### config.mk
export PLATFORM = sky130hd
export DESIGN_NAME = pcm_serial_port
export DESIGN_NICKNAME = d
export VERILOG_FILES = /design/src/rtl/pcm_pkg.sv /design/src/rtl/pcm_reset_cfg.sv /design/src/rtl/pcm_frame_ctl.sv /design/src/rtl/pcm_rx_mix.sv /design/src/rtl/pcm_tx.sv /design/src/rtl/pcm_serial_port.sv
export SDC_FILE = /design/constraint.sdc
export NUM_CORES = 1
export LEC_CHECK = 0
export BUFFER_PORTS_ARGS = -buffer_cell sky130_fd_sc_hd__buf_2
export CORE_ASPECT_RATIO = 0.75
export CORE_MARGIN = 2
export CORE_UTILIZATION = 45
export CTS_CLUSTER_SIZE = 28
export DETAILED_ROUTE_END_ITERATION = 12
export HOLD_SLACK_MARGIN = 0.08
export PLACE_DENSITY = 0.64
export RECOVER_POWER = 25
export SETUP_SLACK_MARGIN = 0.4
export SYNTH_ARGS = -nofsm -noshare
export SYNTH_HDL_FRONTEND = slang
export SYNTH_SLANG_ARGS = --single-unit
### constraint.sdc
create_clock -name clk -period 4.05 [get_ports clk]
set_input_delay 0.405 -clock clk [delete_from_list [all_inputs] [get_ports clk]]
set_output_delay 0.405 -clock clk [all_outputs]
set_load 0.005 [all_outputs]
### src/rtl/pcm_pkg.sv
package pcm_pkg;

  localparam int LIN_W = 16;
  localparam int MU_W  = 8;
  localparam logic [LIN_W-1:0] MU_BIAS = 16'h0084;
  localparam logic [LIN_W-1:0] MU_CLIP = 16'd32635;

  typedef enum logic [1:0] {
    FR_IDLE = 2'd0,
    FR_ARM  = 2'd1,
    FR_DATA = 2'd2
  } frame_st_e;

  // G.711 mu-law compression of a 16-bit two's complement sample
  function automatic logic [MU_W-1:0] mulaw_encode(input logic [LIN_W-1:0] smp);
    logic             neg;
    logic [LIN_W-1:0] mag;
    logic [LIN_W-1:0] shifted;
    logic [2:0]       seg;
    neg = smp[LIN_W-1];
    mag = neg ? (~smp + 16'd1) : smp;
    if (mag > MU_CLIP) mag = MU_CLIP;
    mag = mag + MU_BIAS;
    seg = 3'd0;
    for (int i = 0; i < 8; i++) begin
      if (mag[7+i]) seg = 3'(i);
    end
    shifted = mag >> (32'(seg) + 32'd3);
    return ~{neg, seg, shifted[3:0]};
  endfunction

  // G.711 mu-law expansion to a 16-bit two's complement sample
  function automatic logic [LIN_W-1:0] mulaw_decode(input logic [MU_W-1:0] code);
    logic [MU_W-1:0]  c;
    logic [LIN_W-1:0] t;
    c = ~code;
    t = (16'(c[3:0]) << 3) + MU_BIAS;
    t = t << c[6:4];
    return c[7] ? (MU_BIAS - t) : (t - MU_BIAS);
  endfunction

  function automatic logic [LIN_W-1:0] sat_add(input logic [LIN_W-1:0] a,
                                               input logic [LIN_W-1:0] b);
    logic [LIN_W:0] sum;
    sum = {a[LIN_W-1], a} + {b[LIN_W-1], b};
    if (sum[LIN_W] != sum[LIN_W-1])
      return sum[LIN_W] ? {1'b1, {(LIN_W-1){1'b0}}} : {1'b0, {(LIN_W-1){1'b1}}};
    return sum[LIN_W-1:0];
  endfunction

endpackage

### src/rtl/pcm_reset_cfg.sv
module pcm_reset_cfg #(
  parameter int STAGES = 2
) (
  input  logic clk,
  input  logic rst_n,
  input  logic soft_rst,
  input  logic fmt_pin,
  input  logic fmt_reg,
  input  logic sync_sel,
  output logic arst_n,
  output logic hold,
  output logic cfg_mulaw,
  output logic cfg_short
);

  logic [STAGES-1:0] rsync_q;
  logic              mu_d, mu_q, sh_d, sh_q;

  always_ff @(posedge clk or negedge rst_n) begin
    if (!rst_n) rsync_q <= '0;
    else        rsync_q <= {rsync_q[STAGES-2:0], 1'b1};
  end

  assign arst_n = rsync_q[STAGES-1];
  assign hold   = !arst_n || soft_rst;

  always_comb begin
    mu_d = mu_q;
    sh_d = sh_q;
    if (hold) begin
      mu_d = fmt_pin | fmt_reg;
      sh_d = sync_sel;
    end
  end

  always_ff @(posedge clk or negedge rst_n) begin
    if (!rst_n) begin
      mu_q <= 1'b0;
      sh_q <= 1'b0;
    end else begin
      mu_q <= mu_d;
      sh_q <= sh_d;
    end
  end

  assign cfg_mulaw = mu_q;
  assign cfg_short = sh_q;

  // configuration frozen outside reset
  a_r3_cfg_frozen: assert property (@(posedge clk) disable iff (!rst_n)
    (!hold ##1 !hold) |-> ($stable(cfg_mulaw) && $stable(cfg_short)));

endmodule

### src/rtl/pcm_frame_ctl.sv
module pcm_frame_ctl
  import pcm_pkg::*;
#(
  parameter int WORD_W = LIN_W,
  parameter int CODE_W = MU_W
) (
  input  logic                                clk,
  input  logic                                arst_n,
  input  logic                                sclr,
  input  logic                                cfg_short,
  input  logic                                cfg_mulaw,
  input  logic                                bclk,
  input  logic                                fsync,
  output logic                                tick,
  output logic                                frame_start,
  output logic                                bit_go,
  output logic                                last_bit,
  output logic [$clog2(WORD_W+1)-1:0]         bit_pos
);

  localparam int CNT_W = $clog2(WORD_W + 1);

  frame_st_e        st_q, st_d;
  logic [CNT_W-1:0] cnt_q, cnt_d;
  logic [CNT_W-1:0] nbits, bit_idx;
  logic             bclk_q, fsp_q, fsp_d;

  assign tick        = bclk && !bclk_q;
  assign frame_start = tick && fsync && !fsp_q;
  assign nbits       = cfg_mulaw ? CNT_W'(CODE_W) : CNT_W'(WORD_W);

  always_comb begin
    st_d   = st_q;
    cnt_d  = cnt_q;
    bit_go = 1'b0;
    fsp_d  = tick ? fsync : fsp_q;
    if (tick) begin
      if (frame_start) begin
        if (cfg_short) begin
          st_d  = FR_ARM;
          cnt_d = '0;
        end else begin
          bit_go = 1'b1;
          st_d   = FR_DATA;
          cnt_d  = CNT_W'(1);
        end
      end else begin
        case (st_q)
          FR_ARM: begin
            bit_go = 1'b1;
            st_d   = FR_DATA;
            cnt_d  = CNT_W'(1);
          end
          FR_DATA: begin
            if (cnt_q == nbits) begin
              st_d = FR_IDLE;
            end else begin
              bit_go = 1'b1;
              cnt_d  = cnt_q + CNT_W'(1);
            end
          end
          default: ;
        endcase
      end
    end
  end

  assign bit_idx  = (st_q == FR_DATA && !frame_start) ? cnt_q : '0;
  assign last_bit = bit_go && (bit_idx == nbits - CNT_W'(1));
  assign bit_pos  = nbits - CNT_W'(1) - bit_idx;

  always_ff @(posedge clk or negedge arst_n) begin
    if (!arst_n) begin
      st_q   <= FR_IDLE;
      cnt_q  <= '0;
      bclk_q <= 1'b0;
      fsp_q  <= 1'b0;
    end else begin
      bclk_q <= bclk;
      if (sclr) begin
        st_q  <= FR_IDLE;
        cnt_q <= '0;
        fsp_q <= 1'b0;
      end else begin
        st_q  <= st_d;
        cnt_q <= cnt_d;
        fsp_q <= fsp_d;
      end
    end
  end

  // a data bit never indexes past the word length
  a_r4_bit_in_word: assert property (@(posedge clk) disable iff (!arst_n)
    bit_go |-> (bit_idx < nbits));

  // the short-sync edge carries no data bit
  a_r5_sync_edge_empty: assert property (@(posedge clk) disable iff (!arst_n)
    (frame_start && cfg_short) |-> !bit_go);

endmodule

### src/rtl/pcm_rx_mix.sv
module pcm_rx_mix
  import pcm_pkg::*;
#(
  parameter int WORD_W = LIN_W
) (
  input  logic              clk,
  input  logic              arst_n,
  input  logic              sclr,
  input  logic              cfg_mulaw,
  input  logic              bit_go,
  input  logic              last_bit,
  input  logic              rx_data,
  input  logic [WORD_W-1:0] int_in,
  output logic [WORD_W-1:0] mix_out,
  output logic              mix_valid
);

  logic [WORD_W-1:0] sh_q, sh_n, sh_d, linear, mix_d;
  logic              val_d;

  assign sh_n   = {sh_q[WORD_W-2:0], rx_data};
  assign linear = cfg_mulaw ? mulaw_decode(sh_n[MU_W-1:0]) : sh_n;

  always_comb begin
    sh_d  = bit_go ? sh_n : sh_q;
    mix_d = mix_out;
    val_d = 1'b0;
    if (last_bit) begin
      mix_d = sat_add(int_in, linear);
      val_d = 1'b1;
    end
  end

  always_ff @(posedge clk or negedge arst_n) begin
    if (!arst_n) begin
      sh_q      <= '0;
      mix_out   <= '0;
      mix_valid <= 1'b0;
    end else if (sclr) begin
      sh_q      <= '0;
      mix_out   <= '0;
      mix_valid <= 1'b0;
    end else begin
      sh_q      <= sh_d;
      mix_out   <= mix_d;
      mix_valid <= val_d;
    end
  end

  // two non-negative operands never produce a negative sum
  a_r8_no_pos_wrap: assert property (@(posedge clk) disable iff (!arst_n)
    (mix_valid && !$past(int_in[WORD_W-1]) && !$past(linear[WORD_W-1]))
      |-> !mix_out[WORD_W-1]);

  // two negative operands never produce a non-negative sum
  a_r8_no_neg_wrap: assert property (@(posedge clk) disable iff (!arst_n)
    (mix_valid && $past(int_in[WORD_W-1]) && $past(linear[WORD_W-1]))
      |-> mix_out[WORD_W-1]);

  // result strobe lasts one cycle
  a_r8_valid_pulse: assert property (@(posedge clk) disable iff (!arst_n)
    mix_valid |=> !mix_valid);

endmodule

### src/rtl/pcm_tx.sv
module pcm_tx
  import pcm_pkg::*;
#(
  parameter int WORD_W = LIN_W
) (
  input  logic                          clk,
  input  logic                          arst_n,
  input  logic                          sclr,
  input  logic                          cfg_mulaw,
  input  logic                          tick,
  input  logic                          frame_start,
  input  logic                          bit_go,
  input  logic [$clog2(WORD_W+1)-1:0]   bit_pos,
  input  logic                          tx_en,
  input  logic [WORD_W-1:0]             int_tx,
  output logic                          tx_data,
  output logic                          tx_oe
);

  logic [WORD_W-1:0] word_q, word_d, enc;
  logic              oe_d, dat_d;

  assign enc    = cfg_mulaw ? {{(WORD_W-MU_W){1'b0}}, mulaw_encode(int_tx)} : int_tx;
  assign word_d = frame_start ? enc : word_q;

  always_comb begin
    oe_d  = tx_oe;
    dat_d = tx_data;
    if (tick) begin
      oe_d  = bit_go && tx_en;
      dat_d = bit_go ? word_d[bit_pos] : 1'b0;
    end
  end

  always_ff @(posedge clk or negedge arst_n) begin
    if (!arst_n) begin
      word_q  <= '0;
      tx_oe   <= 1'b0;
      tx_data <= 1'b0;
    end else if (sclr) begin
      word_q  <= '0;
      tx_oe   <= 1'b0;
      tx_data <= 1'b0;
    end else begin
      word_q  <= word_d;
      tx_oe   <= oe_d;
      tx_data <= dat_d;
    end
  end

  // reset request silences the lane
  a_r1_quiet_in_reset: assert property (@(posedge clk) disable iff (!arst_n)
    sclr |=> !tx_oe);

  // driving requires the enable
  a_r1_needs_enable: assert property (@(posedge clk) disable iff (!arst_n)
    tx_oe |-> $past(tx_en));

  // drive state only moves on a bit-clock edge or reset request
  a_r11_oe_on_edge: assert property (@(posedge clk) disable iff (!arst_n)
    !$stable(tx_oe) |-> ($past(tick) || $past(sclr)));

endmodule

### src/rtl/pcm_serial_port.sv
module pcm_serial_port
  import pcm_pkg::*;
#(
  parameter int WORD_W      = LIN_W,
  parameter int RST_STAGES  = 2
) (
  input  logic              clk,
  input  logic              rst_n,
  input  logic              soft_rst,
  input  logic              fmt_pin,
  input  logic              fmt_reg,
  input  logic              sync_sel,
  input  logic              bclk,
  input  logic              fsync,
  input  logic              rx_data,
  input  logic              tx_en,
  input  logic [WORD_W-1:0] int_in,
  input  logic [WORD_W-1:0] int_tx,
  output logic [WORD_W-1:0] mix_out,
  output logic              mix_valid,
  output logic              tx_data,
  output logic              tx_oe
);

  localparam int CNT_W = $clog2(WORD_W + 1);

  logic             arst_n, hold, cfg_mulaw, cfg_short;
  logic             tick, frame_start, bit_go, last_bit;
  logic [CNT_W-1:0] bit_pos;

  pcm_reset_cfg #(.STAGES(RST_STAGES)) u_cfg (
    .clk       (clk),
    .rst_n     (rst_n),
    .soft_rst  (soft_rst),
    .fmt_pin   (fmt_pin),
    .fmt_reg   (fmt_reg),
    .sync_sel  (sync_sel),
    .arst_n    (arst_n),
    .hold      (hold),
    .cfg_mulaw (cfg_mulaw),
    .cfg_short (cfg_short)
  );

  pcm_frame_ctl #(.WORD_W(WORD_W), .CODE_W(MU_W)) u_frame (
    .clk         (clk),
    .arst_n      (arst_n),
    .sclr        (hold),
    .cfg_short   (cfg_short),
    .cfg_mulaw   (cfg_mulaw),
    .bclk        (bclk),
    .fsync       (fsync),
    .tick        (tick),
    .frame_start (frame_start),
    .bit_go      (bit_go),
    .last_bit    (last_bit),
    .bit_pos     (bit_pos)
  );

  pcm_rx_mix #(.WORD_W(WORD_W)) u_rx (
    .clk       (clk),
    .arst_n    (arst_n),
    .sclr      (hold),
    .cfg_mulaw (cfg_mulaw),
    .bit_go    (bit_go),
    .last_bit  (last_bit),
    .rx_data   (rx_data),
    .int_in    (int_in),
    .mix_out   (mix_out),
    .mix_valid (mix_valid)
  );

  pcm_tx #(.WORD_W(WORD_W)) u_tx (
    .clk         (clk),
    .arst_n      (arst_n),
    .sclr        (hold),
    .cfg_mulaw   (cfg_mulaw),
    .tick        (tick),
    .frame_start (frame_start),
    .bit_go      (bit_go),
    .bit_pos     (bit_pos),
    .tx_en       (tx_en),
    .int_tx      (int_tx),
    .tx_data     (tx_data),
    .tx_oe       (tx_oe)
  );

endmodule

==> reports/summary.md, run 1 <==
The tools report the clock skew after layout as 0.0115 ns. STA classifies the critical path startpoint as a register. The flow ran to the end, but the final reports show violations.

Ranked by total cell area, the synthesized netlist is headed by dfrtp_1 27%, ha_1 5.4%, a21oi_1 5.4%. For the worst-case headroom to the max-slew limit, the log shows 1.12%. Sorting the synthesized cells by how often they occur yields 82 x nand2_1, 63 x dfrtp_1, 62 x a21oi_1. The number of hold violations in the final report was 0; the final-stage net count was 894. Yosys printed 0 warnings.

The cell area that synthesis handed to floorplanning was 5750 µm². The post-detailed-placement cell area is 6770 µm², and the share of synthesized cell area in and, or, nand and nor gates is 20.7%. Before antenna repair, the detailed router went through 5 iterations. Number of unique standard cell types used by synthesis: 84. The arithmetic-cell share of the synthesized area counting full adders, half adders and majority gates was 5.97%. The count of cells in the finished layout, fillers not included, comes to 997. The H-tree was split into 3 levels.

The slew at the pin closest to its max-slew limit came out at 1.48 ns. The checks that failed: setup timing. For this block, the initial DRC count from the detailed router was 382. The total inserted antenna cells was 0. Port buffering added 60 buffers. The final critical path takes up 102% of the cycle. After floorplanning, the core was sized to cover 12400 µm². Of the cells placed in the final design, the portion with a size suffix greater than 1 is 30.1%. Number of sinks on the clock net: 63.

For the total design power, the log shows 2110 µW. For the initial antenna violation count, the log shows 0. The total of endpoints with negative setup slack in the final report came out at 14. The async set-or-reset flop fraction in the synthesized netlist was 100%; the DRC violations left was 0. Setup repair after global routing could not meet its margin everywhere.

Final worst setup slack: -0.0865 ns. In this run the worst path has a maximum fanout of 6. The synthesized-area fraction occupied by ao, oa, aoi and oai cells is 29.5%, and the worst supply voltage drop on vdd is 0.000232 V. For this block, the routed nets add up to 17300 µm of wire. The cell type with the largest total area after synthesis was dfrtp_1. After synthesis, the largest family of logic cells by area is compound AO/OA/AOI/OAI gates.

Global routing used 25.4% of the available tracks. Weighted congestion reported at the end of routability-driven placement: 0.942. The post-DP HPWL was 13200 µm; the floorplan die width was 134 µm. For the worst flop-to-flop path, the logic depth is 19. After global routing the overflow that remains totals 0. Summing the areas of all xor and xnor instances in the mapped netlist gives 6.97% of the synthesized area. The average instance in the mapped netlist occupies 8.15 µm². Derived from the worst setup path, the maximum achievable clock frequency is 242 MHz.

For this design the static power due to leakage is 0.00334 µW. Sequential cells were found to cover 27.4% of the synthesized design area. The worst setup path is of the reg -> reg kind. The number of cells on the worst hold path works out to 1. The power density over the cells was 284 nW/µm². The clock passes through at most 2 buffers. In the final routed layout, each cell accounts on average for 17.3 µm.

Data arrives at the worst endpoint at 4.40 ns. The routed design could run at a clock period as short as 4.14 ns. The post-synthesis to final-layout area growth came out at 29.4%. The via-per-instance ratio was 5.89. At the later pin of the worst-skew pair, clock insertion delay measures 0.34 ns. The tools report the endpoint kind of the worst setup timing path as a register. The tree is rooted in a clkbuf_16.

For this configuration, the core starts out at a cell density of 46.4%. The synthesized design contains 0 enable-type register cells. Minimum setup slack after placement: -0.131 ns. Among all cell types in the netlist, the one instantiated most often is nand2_1.

TritonCTS built the clock tree. Synthesis produced 705 cells. 61 I/O pins were placed. Adding up every negative setup slack in the final design gives -0.457 ns. Post-route antenna net violation count: 0. The tightest min-delay check is of the in -> reg type. The tools report the instance count after placement with tap cells included as 962. Synthesis inferred 63 register bits. The number of violations of the max-capacitance limit is 0, and the maximum number of pins on one net before global-route repair is 61. Of the post-synthesis cell area, the part taken by muxes is 4.96%. The required time at the endpoint of the critical path is 4.31 ns, and the via count is 5870.

The tools report the site row count as 35. The TritonCTS buffer count is 9, and the via count of the first global-routing pass is 5508. The die covers 13700 µm².

Clock-pin slew was measured on the worst setup and hold paths at 0.06 ns. The count of pins over their slew limit came out at 0. The number of nets handed over by synthesis was 773.

The die is 102 µm tall. The most frequently used flop master after synthesis was dfrtp_1. The first global-routing pass estimated 27700 µm of wire.

Summed over its instances, the top area cell type makes up 27.4% of the synthesized netlist area. The finished layout cell area is 7440 µm².
==> report_power, final <==
| part | leakage, µW | switching, µW | internal, µW |
|---|---|---|---|
| clock | 0.000145 | 288 | 511 |
| combinational | 0.00233 | 382 | 282 |
| sequential | 0.000859 | 10.4 | 638 |
| total | 0.00334 | 680 | 1430 |
==> path summary, 6_finish.rpt <==
path,start,to,slack (ns)
max in group asynchronous,u_cfg.rsync_q[1]$_DFF_PN0_,u_rx.sh_q[3]$_DFFE_PN0P_,2.32
min in group asynchronous,rst_n,u_cfg.rsync_q[1]$_DFF_PN0_,0.44
worst max register to register,u_rx.sh_q[3]$_DFFE_PN0P_,u_rx.mix_out[14]$_DFFE_PN0P_,-0.09
worst min-delay path,bclk,u_frame.bclk_q$_DFF_PN0_,0.22
worst min register to register,u_cfg.rsync_q[0]$_DFF_PN0_,u_cfg.rsync_q[1]$_DFF_PN0_,0.34
worst max-delay path,u_rx.sh_q[3]$_DFFE_PN0P_,u_rx.mix_out[14]$_DFFE_PN0P_,-0.09
==> cell usage in the layout (no fill, tap or decap), drive strengths merged, types with 6 or more instances in the layout <==
cell type,instances
nor2,58
a21oi,62
nor2b,9
a21o,6
nand3b,9
dfrtp,63
xor2,15
nor3,13
inv,20
o211ai,9
a22o,29
buf,143
a22oi,6
and2,7
xnor2,29
ha,25
mux2i,15
o21ai,59
nand2,83
or3,9
a211oi,8
and3,6
mux2,12
nand3,23
clkbuf,15
o41ai,6
nand2b,11
==> state kept, by name, summed over array words and instances (netlist names), 2 cells and up <==
signal         count
u_frame.cnt_q      5
u_tx.word_q       16
u_rx.sh_q         15
u_frame.st_q       2
u_rx.mix_out      16
u_cfg.rsync_q      2
==> critical path, stage by stage, from the launching register on <==
cell	delay [ns]
dfrtp_2	0.45
or3b_4	0.39
nand2_2	0.08
nand2_2	0.06
buf_4	0.14
ha_1	0.28
nor2_1	0.08
a21oi_1	0.05
mux2_2	0.31
ha_1	0.31
a21oi_1	0.31
o21ai_4	0.13
a2111oi_4	0.33
o31a_1	0.23
o211ai_1	0.09
buf_4	0.16
buf_6	0.11
and3_4	0.15
maj3_2	0.29
o21ai_1	0.12
==> stage by stage <==
stage                     utilization [%]  hold WS (ns)
after floorplan                         -         0.109
after global placement               54.6         0.217
after detailed placement             54.6         0.216
after CTS                            58.4         0.199
after global routing                 60.0         0.224
final                                60.0         0.217
==> what timing repair did <==
action,in CTS,in global routing
resized for setup,23,31
cloned,1,0
setup endpoints to repair,17,19
hold buffers,1,0
endpoints found under the hold margin,4,0
buffers inserted,8,9
pin swaps,9,20
==> per-layer routing <==
layer  wire [µm]  vias to the layer above  track usage, %
met2        7480                      215            38.5
li1            -                     2830               -
met4         159                        0            5.18
met1        8500                     2809            38.6
met5           0                        -               0
met3        1130                       16            3.67
==> logic make-up (layout without fill, tap and decap cells) <==
family | count (synthesis) | count (layout)
and+or+nand+nor | 244 | 245
AOI/OAI and AO/OA | 240 | 240
DFF | 63 | 63
buffers and inverters | 59 | 184
xor gates and xnor gates | 44 | 44
adders and majority gates | 27 | 27
muxes | 27 | 27
other | 1 | 1
==> final cells by class <==
cell class	instances	area, µm²
Fill cell	1108	4950
Inverter	21	78.8
Multi-Input combinational cell	584	4280
Tap cell	166	208
Clock inverter	4	53.8
Timing Repair Buffer	147	978
Sequential cell	63	1580
Clock buffer	12	256
Power figures use the tool's default switching activity.
==> run 2, diff against run 1 <==
Settings changed: REMOVE_ABC_BUFFERS set to 1.
==> run 2 against run 1 <==
- the flow still finishes with violations (setup timing)
- flip-flop and latch count is the same
- sequential power about the same
- hold slack hardly changed
- power is 6.1% higher
- wire length is 7.4% higher
- critical path depth grew 6
- setup slack lost 0.28 ns
- highest routed layer unchanged
==> reports/summary.md, run 2 (synthesis gave the netlist of run 1 again) <==
The first-pass iteration count of the detailed router was 5 (unchanged). The maximum cell stage delay along the critical path was 0.43 ns (-0.02 ns); the leakage power was 0.00351 µW (+5.3%). The total inserted antenna cells was 0 (unchanged); the power density over the cells was 289 nW/µm² (+1.8%). The total of buffers placed on input and output ports was 60 (unchanged). The number of cells on the worst hold path is 1 (unchanged). The run gives 29.0% (-1.7 points) as the register share of total power.

Weighted congestion reported at the end of routability-driven placement: 0.933 (-1.0%). The clock network latency to the later pin of the worst-skew pair was 0.34 ns (about the same). Cell at the root of the clock tree: clkbuf_16. The total track usage was 26.4% (+1.0 points); the initial core utilization was 46.4% (unchanged). The run gives 0.536% (-0.58 points) as the worst-case headroom to the max-slew limit. The final core area utilization is 62.5% (+2.5 points), and the via-per-instance ratio is 5.96 (+1.2%). For the final-stage net count, the log shows 927 (+3.7%). The number of violations reported at the end of detailed-routing iteration 0 is 468 (+23%), and the worst supply voltage drop on vdd is 0.000244 V (+5.2%). The fraction of final layout cells with drive strength greater than 1 is 33.7% (+3.6 points).

The leading cell type in the layout, fill and taps excluded was buf_4. The cell depth of the worst setup path came out at 25 (+6). The largest registers in the layout are u_rx.mix_out: 16 flops, u_tx.word_q: 16 flops, u_rx.sh_q: 15 flops. The flow ran to the end, but the final reports show violations. Buffering stage count on the worst path with inverters included: 5 (+2). The site row count was 35 (unchanged); the share of total power in the clock network was 38.0% (+0.2 points). TritonCTS buffer count: 9 (unchanged). The run gives 15 (+1) as the total of endpoints with negative setup slack in the final report.

The worst setup path category was reg -> reg. The tools report the wire length of the first global-routing pass as 29000 µm (+4.6%). The switching part of the total is 32.3% (+0.089 points). For the initial antenna violation count, the log shows 0 (unchanged). The residual overflow from global routing was 0 (unchanged); the floorplan die width was 134 µm (unchanged). The finished layout cell area is 7750 µm² (+4.2%), and the number of H-tree branching levels is 3 (unchanged). Relative to the synthesized area, the layout overhead comes to 34.9%. Final worst setup slack: -0.364 ns (-0.277 ns). Post-DP HPWL: 13500 µm (+2.0%). The via count of the first global-routing pass was 5683 (+3.2%); the final period utilization was 109% (+6.8 points). The shortest period the worst path allows is 4.41 ns (+0.277 ns). Maximum number of pins on one net before global-route repair: 61 (unchanged).

The number of hold violations in the final report is 0 (unchanged), and the die area is 13700 µm² (unchanged). The maximum net fanout on the critical path came out at 5 (-1). The run gives 33.0% (+1.5 points) as the combinational cell fraction of total power. The worst-case reg-to-reg path depth was 25 (+6); the routed wire length was 18500 µm (+7.4%). TritonCTS built the clock tree. On the critical path the largest part of the delay comes from compound AO/OA/AOI/OAI gates.

For the number of sinks on the clock net, the log shows 63 (unchanged). The run gives 4.27 ns (-0.04 ns) as the required time at the endpoint of the critical path. The clock skew after layout is 0.0196 ns (+0.00806 ns). For the power spent charging and discharging nets, the log shows 724 µW (+6.4%). Number of violations of the max-capacitance limit: 0 (unchanged). The achievable frequency was 227 MHz (-6.3%). The number of top-level pins is 61 (unchanged).

The worst setup path is launched from a register. The final setup TNS was -4.90 ns (-4.44 ns). The path class of the tightest hold or removal check is in -> reg. The count of pins over their slew limit was 0 (unchanged).

The endpoint arrival time on the critical path was 4.63 ns (+0.23 ns). Setup repair after global routing could not meet its margin everywhere. The chip height was 102 µm (unchanged). For the post-route antenna net violation count, the log shows 0 (unchanged). The via count was 6140 (+4.6%); the slew at the pin closest to its max-slew limit was 1.49 ns (+0.00871 ns). The clock slew at the register clock pins of the worst setup and hold paths is 0.07 ns (about the same), and the buffer levels on the longest clock path is 2 (unchanged).

The post-detailed-placement cell area came out at 6830 µm² (+0.83%). The internal power component came out at 1520 µW (+6.0%). The final reports fail on setup timing. The tools report the endpoint kind of the worst setup timing path as a register. The placeable core area is 12400 µm² (unchanged), and the DRC violations left is 0 (unchanged).

The average wire per standard cell was 18.0 µm (+4.0%). Leaving out fill and tap cells, the most frequent cells in the layout are 108 x buf_4, 76 x nand2_1, 61 x dfrtp_1. Slowest stage cell on the critical path: dfrtp_2.
## run 2: cell count changes in the layout (fill, tap and decap cells not counted), sizes merged
cell / delta
buf: +32
clkinvlp: -1
nor2: -1
bufinv: +1
clkinv: +2
clkbuf: -1
nand2: +1
## run 2: cell type report
type,count,area [µm²]
Tap cell,166,208
Multi-Input combinational cell,584,4320
Clock buffer,10,239
Inverter,21,78.8
Clock inverter,6,93.8
Fill cell,1032,4640
Timing Repair Buffer,180,1230
Sequential cell,63,1580
## run 2: layer usage
layer	part of all wire, %	GRT usage (%)
met5	0	0
met3	7.3	4.86
met4	0.99	4.05
met2	44	39.8
met1	48	40.2
## run 2: metrics by stage
stage          setup WS [ns]  total power [µW]  instances  hold WS (ns)
2_1_floorplan         -0.826              1020        667         0.109
6_report              -0.364              2240       1030         0.217
3_5_place_dp          -0.710              1250        991         0.216
3_3_place_gp          -0.557              1230        991         0.211
5_1_grt               -0.505              2340       1030         0.219
4_1_cts               -0.189              2150       1024         0.202
## run 2: power groups by stage
stage / logic [µW] / clock network (µW) / registers [µW]
after detailed placement: 587 / 0 / 659
after floorplan: 346 / 0 / 671
after global routing: 792 / 894 / 649
after global placement: 573 / 0 / 659
after CTS: 646 / 854 / 648
final: 739 / 852 / 649
## run 2: worst paths after layout
| kind | to | start | slack, ns |
|---|---|---|---|
| setup / recovery | u_rx.mix_out[0]$_DFFE_PN0P_ | u_rx.sh_q[3]$_DFFE_PN0P_ | -0.36 |
| hold / removal | u_frame.bclk_q$_DFF_PN0_ | bclk | 0.22 |
| setup reg to reg | u_rx.mix_out[0]$_DFFE_PN0P_ | u_rx.sh_q[3]$_DFFE_PN0P_ | -0.36 |
| hold reg to reg | u_cfg.rsync_q[1]$_DFF_PN0_ | u_cfg.rsync_q[0]$_DFF_PN0_ | 0.35 |
| max in group asynchronous | u_rx.sh_q[3]$_DFFE_PN0P_ | u_cfg.rsync_q[1]$_DFF_PN0_ | 2.34 |
| min in group asynchronous | u_cfg.rsync_q[0]$_DFF_PN0_ | rst_n | 0.45 |
## run 2: repair_timing
item / CTS / global route
resized for setup: 59 / 55
endpoints found under the hold margin: 4 / 0
setup buffers: 14 / 6
endpoints found under the setup margin: 16 / 20
cloned: 2 / 0
pin swaps: 27 / 32
hold buffers: 1 / 0
